[src/rtl/spc_pkg.sv]
package spc_pkg;

  typedef enum logic [1:0] {
    OP_HOLD  = 2'd0,
    OP_COUNT = 2'd1,
    OP_LOAD  = 2'd2,
    OP_CLEAR = 2'd3
  } spc_op_e;

endpackage

[src/rtl/spc_decode.sv]
module spc_decode
  import spc_pkg::*;
(
  input  logic    clr_n,
  input  logic    load_n,
  input  logic    cnt_en,
  input  logic    carry_en,
  output spc_op_e op
);

  // Priority: clear, then load, then count; anything else holds.
  always_comb begin
    if (!clr_n) begin
      op = OP_CLEAR;
    end else if (!load_n) begin
      op = OP_LOAD;
    end else if (cnt_en && carry_en) begin
      op = OP_COUNT;
    end else begin
      op = OP_HOLD;
    end
  end

endmodule

[src/rtl/spc_state.sv]
module spc_state
  import spc_pkg::*;
#(
  parameter int WIDTH = 4
) (
  input  logic             clk,
  input  spc_op_e          op,
  input  logic [WIDTH-1:0] preset,
  output logic [WIDTH-1:0] q
);

  localparam logic [WIDTH-1:0] STEP = WIDTH'(1);

  always_ff @(posedge clk) begin
    case (op)
      OP_CLEAR: q <= '0;
      OP_LOAD:  q <= preset;
      OP_COUNT: q <= q + STEP;
      default:  q <= q;
    endcase
  end

  AST_CLEAR_RESULT: assert property (@(posedge clk) (op == OP_CLEAR) |=> (q == '0));

endmodule

[src/rtl/spc_carry.sv]
module spc_carry #(
  parameter int WIDTH = 4
) (
  input  logic [WIDTH-1:0] q,
  input  logic             carry_en,
  output logic             tc
);

  assign tc = carry_en & (&q);

endmodule

[src/rtl/sync_preset_counter.sv]
module sync_preset_counter
  import spc_pkg::*;
#(
  parameter int WIDTH = 4
) (
  input  logic             clk,
  input  logic             clr_n,
  input  logic             load_n,
  input  logic [WIDTH-1:0] preset,
  input  logic             cnt_en,
  input  logic             carry_en,
  output logic [WIDTH-1:0] count,
  output logic             term_cnt
);

  localparam logic [WIDTH-1:0] STEP = WIDTH'(1);

  spc_op_e op;

  spc_decode u_decode (
    .clr_n    (clr_n),
    .load_n   (load_n),
    .cnt_en   (cnt_en),
    .carry_en (carry_en),
    .op       (op)
  );

  spc_state #(.WIDTH(WIDTH)) u_state (
    .clk    (clk),
    .op     (op),
    .preset (preset),
    .q      (count)
  );

  spc_carry #(.WIDTH(WIDTH)) u_carry (
    .q        (count),
    .carry_en (carry_en),
    .tc       (term_cnt)
  );

  AST_CLEAR_WINS: assert property (@(posedge clk) !clr_n |=> (count == '0));

  AST_LOAD_PRESET: assert property (@(posedge clk) disable iff (!clr_n)
    !load_n |=> (count == $past(preset)));

  AST_COUNT_STEP: assert property (@(posedge clk) disable iff (!clr_n)
    (load_n && cnt_en && carry_en) |=> (count == $past(count) + STEP));

  AST_HOLD_VALUE: assert property (@(posedge clk) disable iff (!clr_n)
    (load_n && !(cnt_en && carry_en)) |=> $stable(count));

  AST_TC_GATED: assert property (@(posedge clk) disable iff (!clr_n)
    !carry_en |-> !term_cnt);

  AST_TC_AT_FULL: assert property (@(posedge clk) disable iff (!clr_n)
    (carry_en && (count == '1)) |-> term_cnt);

endmodule

[config.mk]
export PLATFORM = sky130hd
export DESIGN_NAME = sync_preset_counter
export DESIGN_NICKNAME = d
export VERILOG_FILES = /design/src/rtl/spc_pkg.sv /design/src/rtl/spc_decode.sv /design/src/rtl/spc_state.sv /design/src/rtl/spc_carry.sv /design/src/rtl/sync_preset_counter.sv
export SDC_FILE = /design/constraint.sdc
export NUM_CORES = 1
export LEC_CHECK = 0
export ABC_AREA = 1
export BUFFER_PORTS_ARGS = -buffer_cell sky130_fd_sc_hd__buf_2
export CORE_AREA = 10 10 47 49
export CTS_CLUSTER_SIZE = 28
export DETAILED_ROUTE_END_ITERATION = 8
export DIE_AREA = 0 0 57 59
export GPL_ROUTABILITY_DRIVEN = 0
export PLACE_DENSITY = 0.47
export RECOVER_POWER = 100
export SLEW_MARGIN = 25
export SYNTH_ARGS = -nofsm -noshare
export SYNTH_HDL_FRONTEND = slang
export SYNTH_SLANG_ARGS = --single-unit
[constraint.sdc]
create_clock -name clk -period 2.99 [get_ports clk]
set_input_delay 0.1495 -clock clk [delete_from_list [all_inputs] [get_ports clk]]
set_output_delay 0.1495 -clock clk [all_outputs]
set_load 0.005 [all_outputs]
Yosys cells after proc, flatten, opt, wreduce, memory -nomap -nowiden
Cells that the tools add are included.
{ "word_totals": {"register_bits": 4} }
{ "classes": {"add_sub_neg": 1, "eq_ne": 3, "mux": 4, "bitwise_logic": 1, "n_reduce_logical": 3} }
{ "ops": {"columns": ["cell", "count"], "rows": [
  ["$pmux W4 S3", 1],
  ["$add A4 B1 Y4 const B", 1],
  ["$eq A2 B2 Y1 const B", 2],
  ["$mux W2", 2],
  ["$reduce_and A4 Y1", 1],
  ["$reduce_bool A3 Y1", 1],
  ["$eq A2 B1 Y1 const B", 1],
  ["$and A1 B1 Y1", 1],
  ["$logic_and A1 B1 Y1", 1],
  ["$mux W1", 1]
]} }

Depth between registers and ports, before layout
Gate-level depths: netlist of the first run.
{ "logic_depth": {"depth_word": 6, "depth_mapped": 4, "ltp_nobuf": 4} }

Modules after synthesis
Synthesis of the first run repeated with hierarchy kept, for this count alone.
{ "unflattened": {"hier_cells": 35, "area_unflattened_um2": 294.0} }
{ "modules_own_cells": {"columns": ["mod", "n_inst", "cells_per_inst", "area_per_inst_um2"], "rows": [
  ["spc_state", 1, 29, 269.0],
  ["spc_carry", 1, 3, 12.5],
  ["spc_decode", 1, 3, 12.5]
]} }

Worst setup path before layout of the first run
OpenSTA, ideal clock, no wires.
{ "synth_timing": {"path_kind": "reg2reg", "start": "register u_state.q[0]", "end": "register u_state.q[2], data pin", "arrival_time_ps": 996, "required_time_ps": 2737, "path_slack_ps": 1741, "path_stages_with_launch": 5, "synth_period_minus_slack_ps": 1249, "path_cell_list": "edfxtp_1 > ha_1 > or2_0 > nand3_1 > nand2_1"} }
{ "synth_via": {"elab_chain_cells": 2} }
{ "synth_rtl": {"columns": ["element", "line", "text"], "rows": [
  ["start: declaration", "spc_state.sv:9", "output logic [WIDTH-1:0] q"],
  ["start signal: assignment", "spc_state.sv:17", "OP_LOAD: q <= preset;"],
  ["start signal: assignment", "spc_state.sv:18", "OP_COUNT: q <= q + STEP;"],
  ["start signal: assignment", "spc_state.sv:19", "default: q <= q;"],
  ["$add A4 B1 Y4", "spc_state.sv:18", null],
  ["$pmux W4 S3", "spc_state.sv:15", "case (op)"]
]} }
Every way passes these cells.
A chain may end at the register's enable or synchronous reset.

Final worst setup path of the first run
{ "layout_timing": {"start": "register u_state.q[0]", "end": "output port term_cnt"} }
{ "layout_via": {"elab_chain_cells": 2} }
{ "layout_rtl": {"columns": ["element", "line", "text"], "rows": [
  ["$reduce_and A4 Y1", "spc_carry.sv:9", "assign tc = carry_en & (&q);"],
  ["$and A1 B1 Y1", "spc_carry.sv:9", null],
  ["end: declaration", "sync_preset_counter.sv:13", "output logic term_cnt"]
]} }
Every way passes these cells.

==> results.json, run 1 <==
{
  "outcome": "completed",
  "pin_count": 14,
  "ir_worst_vdd_uv": 138,
  "leakage_nw": 0.160,
  "critPathMaxStageDelay_ns": 0.44,
  "syn-num-nets": 40,
  "portBuffers": 13,
  "synth_edf_count": 4,
  "ys.flop_type": "edfxtp_1",
  "cap_violations": 0,
  "path_max_fanout": 5,
  "cts_tree": "done",
  "fillers": 165,
  "multi_input_area_um2": 121,
  "hold_depth": 3,
  "reg2reg_depth": 4,
  "async_flop_share_pct": 0,
  "crit_family": "flip-flops",
  "grt_overflow_total": 0,
  "drc": 0,
  "setup_tns_ns": 0,
  "num_vias": 251,
  "holdCritPathClass": "primary input to flop",
  "crit_buf_inv": 1,
  "syn2layout_area_growth_pct": 36.7,
  "grt_max_degree": 7,
  "end_kind": "output port",
  "hold_viol_final": 0,
  "drtIter0Drc": 7,
  "clkSinkCount": 4,
  "crit_chain": "ha_1 -> nand2_1 -> nor2_1 -> clkbuf_1",
  "synth_area_leaders": "edfxtp_1, nand3_1, nand2_1, ha_1, nand2_2",
  "yosysSeqAreaShare_pct": 46.4,
  "critPathRequiredTime_ns": 2.84,
  "maxSlewViolCount": 0,
  "p_per_area_nw_per_um2": 458,
  "arrival_ns": 1.15,
  "total_power_mw": 0.162,
  "finalCriticalPeriod_ns": 1.30,
  "synth_area_leader_cell": "edfxtp_1",
  "hp-start": "preset[1]",
  "worst_pin_slew_ns": 0.206,
  "cts-root-buf": "clkbuf_4",
  "synth_seq_cells": 4,
  "core_area_um2": 1400,
  "synth.distinct_cells": 12,
  "postCtsHoldBufs": 0,
  "first_global_vias": 273,
  "crit_slowest_cell": "edfxtp_1",
  "top_register": "u_state.q",
  "first_pass_iters": 4,
  "relSlewSlack_pct": 86.2,
  "antenna_found_initial": 0,
  "synthTopCellsByCount": "nand3_1, nand2_1, edfxtp_1",
  "die-area_um2": 3360,
  "syn_area_um2": 259,
  "die_x_um": 57,
  "rrSetupSlack_ns": 1.69,
  "top_regs": "u_state.q x4",
  "drive_above_1_share_pct": 30.4,
  "setup_viol": 0,
  "netlist_instances": 30,
  "rows": 14,
  "cts_resized": 0,
  "detail-route-antenna-nets": 0,
  "clk_pin_slew_ns": 0.04,
  "vias_per_cell": 4.05,
  "synth_warnings": 0,
  "diodes": 0,
  "yosysMostFrequentCell": "nand3_1",
  "regArea_um2": 120,
  "wire_per_inst_um": 11.1,
  "largest_reg_flops": 4,
  "skew_ns": 0.00463,
  "h-tree-depth": 1,
  "grt_pass1_wl_um": 1090,
  "clock_latency_ns": 0.24,
  "grt_use_total_pct": 4.24,
  "synth_top_area_share_pct": 46.4,
  "rr_startpoint": "u_state.q[0]",
  "crit_cells": 4,
  "start_util_pct": 18.5,
  "nets": 58,
  "cts.path.max_buffers": 2,
  "cts_setup_buffers": 0,
  "dp_cells": 59,
  "rr_endpoint": "u_state.q[2]",
  "start_kind": "flop",
  "numCtsBuffers": 3,
  "holdPathEnd": "u_state.q[1]",
  "rsz0062_at_grt": "no",
  "instances_no_fill": 62,
  "syn_area_per_cell_um2": 8.63,
  "die-height_um": 59,
  "drt_wl_total_um": 687,
  "path_class": "flop to output port",
  "fmax_mhz": 769,
  "post-route-period-util_pct": 43.5,
  "startpoint": "u_state.q[0]"
}
[logic make-up after synthesis]
family / synth area share, %
simple gates: 41.1
fa+ha+maj: 4.83
compound gates: 3.38
buf+inv: 4.35
flops: 46.4
[cell type report]
| cell class | instances | area share (%) |
|---|---|---|
| clock buffers | 3 | 6.36 |
| well taps | 16 | 5.65 |
| multi-input cells | 23 | 34.3 |
| inverters | 3 | 3.18 |
| repair buffers | 13 | 16.6 |
| flip-flops and latches | 4 | 33.9 |
[worst min-delay path, stage by stage]
cell	delay [ns]
buf_2	0.08
nand3_1	0.06
nand2_1	0.06
[stage by stage]
step           setup slack [ns]  cell area [um2]  util (%)  hold slack, ns
6_report                   1.69              354      25.3           0.218
5_1_grt                    1.56              354      25.3           0.233
4_1_cts                    1.64              367      26.2           0.215
3_5_place_dp               1.69              344      24.6           0.464
3_3_place_gp               1.74              344      24.6           0.455
2_1_floorplan              1.74              259         -           0.363
[placed cells by master (no fill, tap or decap)]
| cell | netlist | final |
|---|---|---|
| buf_2 | 0 | 8 |
| nand4_1 | 1 | 1 |
| nand3_1 | 8 | 8 |
| ha_1 | 1 | 1 |
| clkbuf_1 | 0 | 5 |
| o21ai_0 | 0 | 1 |
| inv_2 | 1 | 1 |
| clkbuf_4 | 0 | 3 |
| edfxtp_1 | 4 | 4 |
| nand2_1 | 7 | 8 |
| or2_0 | 1 | 1 |
| inv_1 | 2 | 2 |
| nor2_1 | 1 | 1 |
| nand2_2 | 2 | 1 |
| nor2_4 | 1 | 1 |
[per-layer routing]
metal / up-vias / global-route usage [%] / share of wire [%]
li1: 135 / - / -
met1: 99 / 5.62 / 56
met2: 15 / 4.50 / 36
met3: 2 / 2.15 / 7.0
met4: 0 / 4.03 / 0.87
met5: - / 0 / 0
[report_power, final]
group | switching [mW] | total (mW) | internal (mW)
Clock | 0.0227 | 0.0676 | 0.0449
Sequential | 0.00498 | 0.0726 | 0.0677
Combinational | 0.0121 | 0.0221 | 0.00998
[worst max path at each step]
stage / end / slack [ns]
finish: term_cnt / 1.69
global route: term_cnt / 1.56
CTS: term_cnt / 1.64
detailed placement: u_state.q[2] / 1.69
global placement: u_state.q[2] / 1.74
floorplan: u_state.q[2] / 1.74
No activity file was read; power rests on OpenSTA's default activity.
==> run 2: changes to the inputs <==
- clock period: 2.99 -> 1.3 ns (I/O delays scaled with it)
==> results.json, run 2 (same netlist as run 1, synthesis figures left out) <==
{
  "grt_pass1_wl_um": 1070,
  "dp_cells": 61,
  "pin_count": 14,
  "start_kind": "flop",
  "detail-route-antenna-nets": 0,
  "end_kind": "flop",
  "cts-root-buf": "clkbuf_4",
  "path_max_fanout": 2,
  "maxSlewViolCount": 0,
  "cts_tree": "done",
  "hold_ws_ns": 0.148,
  "ir_worst_vdd_uv": 285,
  "top_register": "u_state.q",
  "nets": 60,
  "critPathRequiredTime_ns": 1.28,
  "numCtsBuffers": 3,
  "crit_family": "flip-flops",
  "post-route-period-util_pct": 91.8,
  "drc": 0,
  "holdCritPathClass": "primary input to flop",
  "syn2layout_area_growth_pct": 41.5,
  "first_global_vias": 267,
  "portBuffers": 13,
  "rows": 14,
  "drtIter0Drc": 4,
  "p_per_area_nw_per_um2": 1010,
  "top_regs": "u_state.q x4",
  "postCtsHoldBufs": 0,
  "crit_chain": "ha_1 -> or2_0 -> nand3_1 -> nand2_1",
  "fillers": 175,
  "critPathMaxStageDelay_ns": 0.38,
  "first_pass_iters": 4,
  "final_common_cell": "buf_2",
  "setup_tns_ns": 0,
  "core_area_um2": 1400,
  "num_vias": 255,
  "die_x_um": 57,
  "worst_pin_slew_ns": 0.223,
  "setup_viol": 0,
  "largest_reg_flops": 4,
  "vias_per_cell": 3.98,
  "diodes": 0,
  "drive_above_1_share_pct": 33.3,
  "start_util_pct": 18.5,
  "clock_latency_ns": 0.23,
  "skew_ns": 0.000593,
  "clk_pin_slew_ns": 0.04,
  "h-tree-depth": 1,
  "dp_hpwl_um": 598,
  "cts_resized": 0,
  "layout_common_cells": "buf_2, nand3_1, nand2_1",
  "fmax_mhz": 838,
  "hold_viol_final": 0,
  "leakage_nw": 0.168,
  "path_class": "flop to flop",
  "rsz0062_at_grt": "no",
  "cts.path.max_buffers": 2,
  "drt_wl_total_um": 681,
  "clkSinkCount": 4,
  "crit_buf_inv": 0,
  "wire_per_inst_um": 10.6,
  "finalCriticalPeriod_ns": 1.19,
  "cts_setup_buffers": 0,
  "relSlewSlack_pct": 85.1,
  "die-height_um": 59,
  "instances_no_fill": 64,
  "antenna_found_initial": 0,
  "outcome": "completed",
  "crit_slowest_cell": "edfxtp_1",
  "grt_use_total_pct": 4.33,
  "arrival_ns": 1.18,
  "grt_overflow_total": 0,
  "grt_max_degree": 7,
  "cap_violations": 0,
  "die-area_um2": 3360
}
[run 2: changes by cell type in the layout (fill, tap and decap cells not counted)]
cell,before,now
o21ai_2,0,1
buf_2,8,9
clkbuf_1,5,6
o21ai_0,1,0
[run 2: worst min-delay path, cell delays in order]
cell     delay [ns]
buf_2          0.07
nand3_1        0.07
nand2_1        0.06
[run 2: layout make-up]
class                   count  area [um2]  share of cell area, %
well taps                  16        20.0                   5.46
multi-input cells          23         125                   34.1
clock buffers               3        22.5                   6.14
inverters                   3        11.3                   3.07
flip-flops and latches      4         120                   32.8
repair buffers             15        67.6                   18.4
[run 2: metrics by stage]
stage               power (mW)  util (%)  instance area (um2)  worst slack (ns)
finish                   0.372      26.2                  367             0.107
CTS                      0.387      27.2                  382             0.102
floorplan                0.193         -                  259            0.0508
global route             0.396      26.2                  367            0.0522
detailed placement       0.233      25.6                  359             0.106
global placement         0.233      25.6                  359             0.133
[run 2: path summary, 6_finish.rpt]
kind	startpoint	to	slack (ns)	cells after the start
setup / recovery	u_state.q[0]	u_state.q[2]	0.11	4
hold / removal	preset[2]	u_state.q[2]	0.15	3
setup reg to reg	u_state.q[0]	u_state.q[2]	0.11	4
hold reg to reg	u_state.q[1]	u_state.q[1]	0.68	3
[run 2: where the power goes]
group	total, mW	switching (mW)	internal (mW)
logic	0.0591	0.0333	0.0259
clock network	0.149	0.0463	0.103
registers	0.163	0.00779	0.155
total	0.372	0.0873	0.284
[run 2: layer usage]
layer / part of all wire [%] / up-vias / track usage [%]
met4: 1.2 / 0 / 5.03
met5: 0 / - / 0
met1: 53 / 103 / 4.65
met3: 7.3 / 2 / 2.58
li1: - / 139 / -
met2: 38 / 11 / 5.27
